`config.mk`:
```
export PLATFORM = sky130hd
export DESIGN_NAME = dma_stall_watch
export DESIGN_NICKNAME = d
export VERILOG_FILES = /design/src/rtl/dsw_pkg.sv /design/src/rtl/dsw_port_fsm.sv /design/src/rtl/dsw_status.sv /design/src/rtl/dma_stall_watch.sv
export SDC_FILE = /design/constraint.sdc
export NUM_CORES = 1
export LEC_CHECK = 0
export ABC_AREA = 1
export BUFFER_PORTS_ARGS = -buffer_cell sky130_fd_sc_hd__buf_2
export CORE_MARGIN = 8
export CORE_UTILIZATION = 55
export DETAILED_ROUTE_END_ITERATION = 8
export GPL_ROUTABILITY_DRIVEN = 0
export MAX_ROUTING_LAYER = met4
export PLACE_DENSITY = 0.76
export SLEW_MARGIN = 20
export SYNTH_ARGS = -nofsm -noshare
export SYNTH_HDL_FRONTEND = slang
export SYNTH_HIERARCHICAL = 1
export SYNTH_SLANG_ARGS = --single-unit
```
`constraint.sdc`:
```
create_clock -name clk -period 1.6 [get_ports clk]
set_input_delay 0.24 -clock clk [delete_from_list [all_inputs] [get_ports clk]]
set_output_delay 0.24 -clock clk [all_outputs]
set_load 0.05 [all_outputs]
```
`src/rtl/dsw_pkg.sv`:
```
package dsw_pkg;

    localparam int NUM_PORTS   = 4;
    localparam int PORT_DUAL   = 0;
    localparam int PORT_SINGLE = 1;
    localparam int PORT_EXT    = 2;
    localparam int PORT_PERIPH = 3;
    localparam int NUM_GATED   = 2;

    typedef enum logic [1:0] {
        ST_IDLE    = 2'd0,
        ST_COUNT   = 2'd1,
        ST_EXPIRED = 2'd2
    } stall_st_t;

endpackage

```
`src/rtl/dsw_port_fsm.sv`:
```
module dsw_port_fsm
    import dsw_pkg::*;
#(
    parameter int LIMIT = 255,
    parameter bit GATED = 1'b1
) (
    input  logic clk,
    input  logic rst_n,
    input  logic enable,
    input  logic pending,
    input  logic ack,
    output logic timeout
);

    localparam int CW = $clog2(LIMIT + 1);
    localparam logic [CW-1:0] LIM_W = CW'(LIMIT);

    stall_st_t     state, state_nxt;
    logic [CW-1:0] cnt, cnt_nxt;
    logic          go;

    // A stall is counted only while the request waits and the port is armed
    assign go = pending && !ack && (enable || !GATED);

    always_ff @(posedge clk or negedge rst_n) begin
        if (!rst_n) begin
            state <= ST_IDLE;
            cnt   <= '0;
        end else begin
            state <= state_nxt;
            cnt   <= cnt_nxt;
        end
    end

    always_comb begin
        state_nxt = state;
        cnt_nxt   = cnt;
        unique case (state)
            ST_IDLE: begin
                cnt_nxt = '0;
                if (go) begin
                    state_nxt = ST_COUNT;
                    cnt_nxt   = CW'(1);
                end
            end
            ST_COUNT: begin
                if (!go) begin
                    state_nxt = ST_IDLE;
                    cnt_nxt   = '0;
                end else if (cnt == LIM_W) begin
                    state_nxt = ST_EXPIRED;
                end else begin
                    cnt_nxt = cnt + 1'b1;
                end
            end
            ST_EXPIRED: begin
                if (!go) begin
                    state_nxt = ST_IDLE;
                    cnt_nxt   = '0;
                end
            end
            default: begin
                state_nxt = ST_IDLE;
                cnt_nxt   = '0;
            end
        endcase
    end

    always_comb begin
        timeout = (state == ST_COUNT) && (cnt == LIM_W);
    end

endmodule

```
`src/rtl/dsw_status.sv`:
```
module dsw_status #(
    parameter int NP = 4
) (
    input  logic          clk,
    input  logic          rst_n,
    input  logic [NP-1:0] set_vec,
    input  logic          clr_wr,
    input  logic [NP-1:0] clr_vec,
    output logic [NP-1:0] status,
    output logic          irq
);

    logic [NP-1:0] clr_eff;

    assign clr_eff = clr_wr ? clr_vec : '0;

    always_ff @(posedge clk or negedge rst_n) begin
        if (!rst_n) begin
            status <= '0;
        end else begin
            // a fresh timeout outranks a simultaneous clear
            status <= (status & ~clr_eff) | set_vec;
        end
    end

    assign irq = |status;

endmodule

```
`src/rtl/dma_stall_watch.sv`:
```
module dma_stall_watch
    import dsw_pkg::*;
#(
    parameter int LIMIT_DUAL   = 255,
    parameter int LIMIT_SINGLE = 255,
    parameter int LIMIT_PERIPH = 127
) (
    input  logic                 clk,
    input  logic                 rst_n,
    input  logic [NUM_PORTS-1:0] req_pending,
    input  logic [NUM_PORTS-1:0] req_ack,
    input  logic [NUM_GATED-1:0] tmo_enable,
    input  logic                 stat_clr_wr,
    input  logic [NUM_PORTS-1:0] stat_clr_mask,
    output logic [NUM_PORTS-1:0] tmo_pulse,
    output logic [NUM_PORTS-1:0] tmo_status,
    output logic                 bus_err_irq
);

    for (genvar g = 0; g < NUM_PORTS; g++) begin : g_port
        localparam int LIM = (g == PORT_DUAL)   ? LIMIT_DUAL   :
                             (g == PORT_SINGLE) ? LIMIT_SINGLE :
                             (g == PORT_PERIPH) ? LIMIT_PERIPH : 1;
        localparam bit GATE = (g != PORT_PERIPH);
        logic port_en;

        if (g < NUM_GATED) begin : g_sw_en
            assign port_en = tmo_enable[g];
        end else begin : g_fixed_en
            // external port stays disarmed; peripheral port ignores it
            assign port_en = 1'b0;
        end

        dsw_port_fsm #(
            .LIMIT (LIM),
            .GATED (GATE)
        ) u_fsm (
            .clk     (clk),
            .rst_n   (rst_n),
            .enable  (port_en),
            .pending (req_pending[g]),
            .ack     (req_ack[g]),
            .timeout (tmo_pulse[g])
        );
    end

    dsw_status #(
        .NP (NUM_PORTS)
    ) u_status (
        .clk     (clk),
        .rst_n   (rst_n),
        .set_vec (tmo_pulse),
        .clr_wr  (stat_clr_wr),
        .clr_vec (stat_clr_mask),
        .status  (tmo_status),
        .irq     (bus_err_irq)
    );

endmodule

```
* Word level (Yosys, flattened, before mapping) *
Index checks and enable logic that the tools add are counted.
Widths: inputs -> output; s select.

word-level totals
  register bits after elaboration = 33
  input port bits = 17

operators by class
  $add $sub $neg = 3
  equality and inequality tests = 21
  multiplexer cells = 31
  bitwise logic cells = 3
  reductions and logical operators = 21

operators by type and width
  kind                 count
  $mux 8               6
  $pmux 8 s3           2
  $mux 2               12
  $mux 7               3
  $pmux 7 s3           1
  $ne 3x3->1 const B   6
  $pmux 2 s3           3
  $add 8x1->8 const B  2
  $eq 8x8->1 const B   2
  $reduce_and 3->1     3
  $logic_and 1x1->1    8
  $add 7x1->7 const B  1
  $eq 7x7->1 const B   1
  $eq 2x1->1 const B   3
  $eq 2x2->1 const B   3
  $logic_not 2->1      3
  $ne 2x1->1 const B   3
  $ne 2x2->1 const B   3
  $reduce_and 2->1     3
  $and 4x4->4          1
  $mux 4               1
  $not 4->4            1
  $or 4x4->4           1
  $reduce_or 4->1      1
  2 further kinds      6

* Longest topological paths before layout *
  word-level depth = 5
  mapped depth = 9
  gate-level depth less buffers = 9

* Cells and area by module *
Netlist, hierarchy kept.

by module, submodules not included
  module                               instances  cells each  area each (um^2)  sequential area each (um^2)
  dsw_port_fsm at g_port[0].u_fsm ...  2          84          610.6             250.2
  dsw_port_fsm at g_port[3].u_fsm      1          70          556.8             225.2
  dsw_status                           1          23          171.4             100.1
  dsw_port_fsm at g_port[2].u_fsm      1          16          131.4             75.1
  dma_stall_watch                      1          1           3.8               0.0

* Least setup slack after synthesis *
OpenSTA, ideal clock, no wires.

  path kind = reg-to-reg
  from = register g_port[0].u_fsm.cnt[0]
  to = register u_status.status[0]
  setup time = 70 ps
  arrival time = 2149 ps
  required time = 1530 ps
  setup slack = -619 ps
  cell stages (with the launch flop) = 8
  period minus slack after synthesis = 2219 ps
  path through = dfrtp_1 ha_1 nand2_1 nor2_4 nand3_2 nor3_1 inv_1 nand2_1

on the way
  longest elaborated chain between the ends = 3

RTL lines
  what                    line                   source
  from (decl)             dsw_port_fsm.sv:19     logic [CW-1:0] cnt, cnt_nxt;
  from (signal assigned)  dsw_port_fsm.sv:31     cnt <= cnt_nxt;
  $eq 8x8->1              dsw_port_fsm.sv:70     timeout = (state == ST_COUNT) && (cnt == LIM_W);
  $logic_and 1x1->1       dsw_port_fsm.sv:70
  net tmo_pulse[0]        dma_stall_watch.sv:15  output logic [NUM_PORTS-1:0] tmo_pulse,
  $or 4x4->4              dsw_status.sv:22       status <= (status & ~clr_eff) | set_vec;
  to (signal assigned)    dsw_status.sv:22
  to (decl)               dsw_status.sv:9        output logic [NP-1:0] status,

The timed path passes the listed nets, and every way through them passes these cells.
A chain may end at the register's enable or synchronous reset.

* Worst setup path after layout *
  from = register g_port[1].u_fsm.cnt[0]
  to = output port tmo_pulse[1]

on the way
  longest elaborated chain between the ends = 2

RTL lines
  what                    line
  from (decl)             dsw_port_fsm.sv:19
  from (signal assigned)  dsw_port_fsm.sv:31
  $eq 8x8->1              dsw_port_fsm.sv:70
  $logic_and 1x1->1       dsw_port_fsm.sv:70
  to (decl)               dma_stall_watch.sv:15

Every way passes these cells.

==> impl_metrics.sql <==
INSERT INTO impl_metrics (metric_group, metric, value, unit) VALUES
('sta', 'postLayoutSetupSlackWorst', '-0.1591', 'ns'),
('global_route', 'overflow', '0', ''),
('sta', 'clock_skew', '0.009461', 'ns'),
('worst_hold_path', 'holdPathEnd', 'u_status/status[3]', ''),
('critical_path', 'worst-endpoint-required', '1.36', 'ns'),
('critical_path', 'reg2reg_setup_slack', '0.14', 'ns'),
('global_route', 'first_global_vias', '1909', ''),
('clock_network', 'worst_setup_hold_path_clk_slew', '0.08', 'ns'),
('run_status', 'failed_checks', 'negative setup slack', ''),
('global_route', 'grt_antenna_before_repair', '0', ''),
('synth', 'seq_cells_post_synth', '36', ''),
('floorplanning', 'std_cell_rows', '22', ''),
('run_status', 'outcome', 'complete, but fails checks', ''),
('synth', 'synth_sequential_area_ratio', '43.22', '%'),
('sta', 'final.setup.tns', '-0.2722', 'ns'),
('floorplanning', 'initial_core_util', '56.94', '%'),
('critical_path', 'crit_path_max_fanout', '3', ''),
('worst_hold_path', 'hold_path.class', 'in -> reg', ''),
('sta', 'finalHoldViolCount', '0', ''),
('drt', 'drt_first_iter_violations', '169', ''),
('global_route', 'grt_pass1_wl', '8.211', 'mm'),
('critical_path', 'cp.arrival', '1.52', 'ns'),
('synth', 'syn-instance-count', '278', ''),
('critical_path', 'startpoint_type', 'flop', ''),
('power', 'pd_cells', '695.3', 'nW/um^2'),
('finish', 'num-nets-final', '353', ''),
('finish', 'drive_gt1_share', '27.84', '%'),
('sta', 'finalMaxSlewViolations', '0', ''),
('floorplanning', 'placeableCoreArea', '3661', 'sq um'),
('synth', 'syn_area_per_cell', '7.498', 'sq um'),
('critical_path', 'reg2reg_depth', '9', ''),
('clock_network', 'cts_tree', 'yes', ''),
('clock_network', 'h-tree-depth', '2', ''),
('critical_path', 'worstSetupPathType', 'reg -> out', ''),
('drt', 'antenna_violating_nets_post_route', '0', ''),
('place', 'post-place-ws', '0.02611', 'ns'),
('clock_network', 'clk_latency', '0.29', 'ns'),
('clock_network', 'cts.root.buffer_cell', 'clkbuf_8', ''),
('floorplanning', 'die_y', '77.56', 'um'),
('critical_path', 'setup.worst_path.start', 'g_port[1].u_fsm/cnt[0]', ''),
('sta', 'finalSetupViolCount', '3', ''),
('place', 'hpwl_reported_at_the_end_of_detailed_placement', '3.146', 'mm'),
('finish', 'diodes', '0', ''),
('power', 'p_leak', '1.341', 'nW'),
('critical_path', 'timing.rr.end', 'g_port[0].u_fsm/cnt[1]', ''),
('clock_network', 'clock_sink_count', '36', ''),
('sta', 'rsz0062_at_grt', 'true', ''),
('place', 'port-buffer-count', '25', ''),
('drt', 'route.detailed.drc', '0', ''),
('sta', 'fmaxAchievable', '568.5', 'MHz'),
('clock_network', 'cts_max_path_buffers', '2', ''),
('drt', 'post_drt_via_cell_ratio', '5.160', ''),
('drt', 'routedWlPerCell', '11.98', 'um'),
('floorplanning', 'pin_count', '26', ''),
('run', 'maxCapViolations', '0', ''),
('floorplanning', 'design.die.area', '6016', 'sq um'),
('finish', 'final_cells', '382', ''),
('worst_hold_path', 'cells_on_worst_hold_path', '4', ''),
('global_route', 'track_usage', '16.77', '%'),
('worst_hold_path', 'worstHoldStart', 'stat_clr_mask[3]', ''),
('sta', 'finalWorstPathRequiredPeriod', '1.759', 'ns'),
('critical_path', 'worstReg2RegStart', 'g_port[0].u_fsm/cnt[0]', ''),
('power', 'peak_supply_drop', '0.6762', 'mV'),
('synth', 'mappedNetlistNets', '298', ''),
('sta', 'timing.hold.ws', '0.1955', 'ns'),
('floorplanning', 'die_width', '77.56', 'um'),
('synth', 'unique_masters_post_synth', '25', ''),
('synth', 'netlist_area', '2084', 'sq um'),
('clock_network', 'tritoncts.num_buffers', '5', ''),
('sta', 'timing.final.crit_share', '109.9', '%'),
('power', 'total_power', '1.840', 'mW'),
('finish', 'synthToLayoutAreaGrowth', '26.95', '%'),
('synth', 'yosys_warnings', '6', ''),
('drt', 'totalWireLength', '4.576', 'mm'),
('global_route', 'grt_max_degree', '37', ''),
('critical_path', 'cp-end-kind', 'output port', ''),
('drt', 'detailroute.via_count', '1971', ''),
('drt', 'drt_pre_antenna_iters', '4', ''),
('place', 'dp.cells', '359', '');
registers in the layout, summed over array words and instances (netlist names):
name,count
g_port.u_fsm/state,8
g_port.u_fsm/cnt,24
u_status/status,4
through the flow:
step / utilization [%] / instance area, sq um
after CTS: 70.78 / 2591
after global routing: 72.28 / 2646
final: 72.28 / 2646
after detailed placement: 64.32 / 2355
after global placement: 64.32 / 2355
after floorplan: - / 2110
cells in the mapped netlist:
master	n	area share, %
nand2_1	92	17
dfrtp_1	36	43
inv_1	30	5.4
nor2_1	26	4.7
nand3_1	18	4.3
nand4_1	14	4.2
o21ai_1	10	2.4
nor2_4	7	3.8
o21ai_0	7	1.7
nand2_4	6	3.2
a21oi_1	4	0.96
clkinv_4	3	1.3
ha_1	3	1.8
nand2_2	3	0.90
nor2_2	3	0.90
nor3_1	3	0.72
or2_2	3	0.90
inv_2	2	0.36
nand3_2	2	0.96
a21boi_1	1	0.36
a31oi_1	1	0.30
and2_1	1	0.30
clkinv_1	1	0.18
conb_1	1	0.18
o21ai_2	1	0.42
layout make-up:
| cell class | instances | area (sq um) |
|---|---|---|
| Multi-Input combinational cell | 206 | 1109 |
| Inverter | 36 | 150.1 |
| Fill cell | 296 | 1015 |
| Tap cell | 48 | 60.06 |
| Sequential cell | 36 | 900.9 |
| Clock inverter | 2 | 35.03 |
| Clock buffer | 6 | 72.57 |
| Timing Repair Buffer | 48 | 319.1 |
metal layers:
layer	vias to the layer above	track usage (%)	wire, um
li1	996	-	-
met1	908	19.61	2107
met2	62	25.86	2072
met3	5	6.221	350
met4	0	6.038	45
met5	-	-	0
cell families (layout without fill, tap and decap cells):
group,Yosys count,in the layout,share of synthesized area [%]
AO/OA/AOI/OAI,24,24,6.123
adder cells (fa/ha/maj),3,3,1.801
buffers and inverters,36,92,7.203
other,1,1,0.1799
AND/OR/NAND/NOR,178,178,41.48
flip-flops,36,36,43.22
how the worst max path moves through the flow:
stage	to	slack, ns
after global routing	tmo_pulse[1]	-0.24
after detailed placement	tmo_pulse[0]	0.03
after global placement	tmo_pulse[0]	0.07
after CTS	tmo_pulse[1]	-0.21
after floorplan	tmo_pulse[0]	0.04
final	tmo_pulse[1]	-0.16
critical path: stages (launching register included):
cell     delay (ns)
dfrtp_1        0.36
ha_2           0.20
nand2_2        0.08
nor2_4         0.13
nand3_4        0.11
nor3_4         0.17
buf_6          0.19
cell usage in the layout, fill, tap and decap left out, drive strengths merged:
cell	netlist	layout
a21boi	1	1
a21oi	4	4
a31oi	1	1
and2	1	1
buf	0	47
bufinv	0	1
clkbuf	0	6
clkinv	4	5
conb	1	1
dfrtp	36	36
dlygate4sd3	0	1
ha	3	3
inv	32	32
nand2	101	101
nand3	20	20
nand4	14	14
nor2	36	36
nor3	3	3
o21ai	18	18
or2	3	3
power by group:
part	internal, mW	total, mW	switching [mW]
logic	0.0430	0.124	0.0805
registers	0.920	0.929	0.00900
clock network	0.462	0.788	0.325
total	1.43	1.84	0.415
what timing repair did:
item / in CTS / in global routing
setup endpoints to repair: 3 / 3
buffers inserted: 9 / 5
hold buffers: 1 / 0
endpoints found under the hold margin: 36 / 0
pin swaps: 6 / 4
gates resized for setup: 13 / 4
gates cloned: 0 / 0
(Power assumes the default switching activity.)
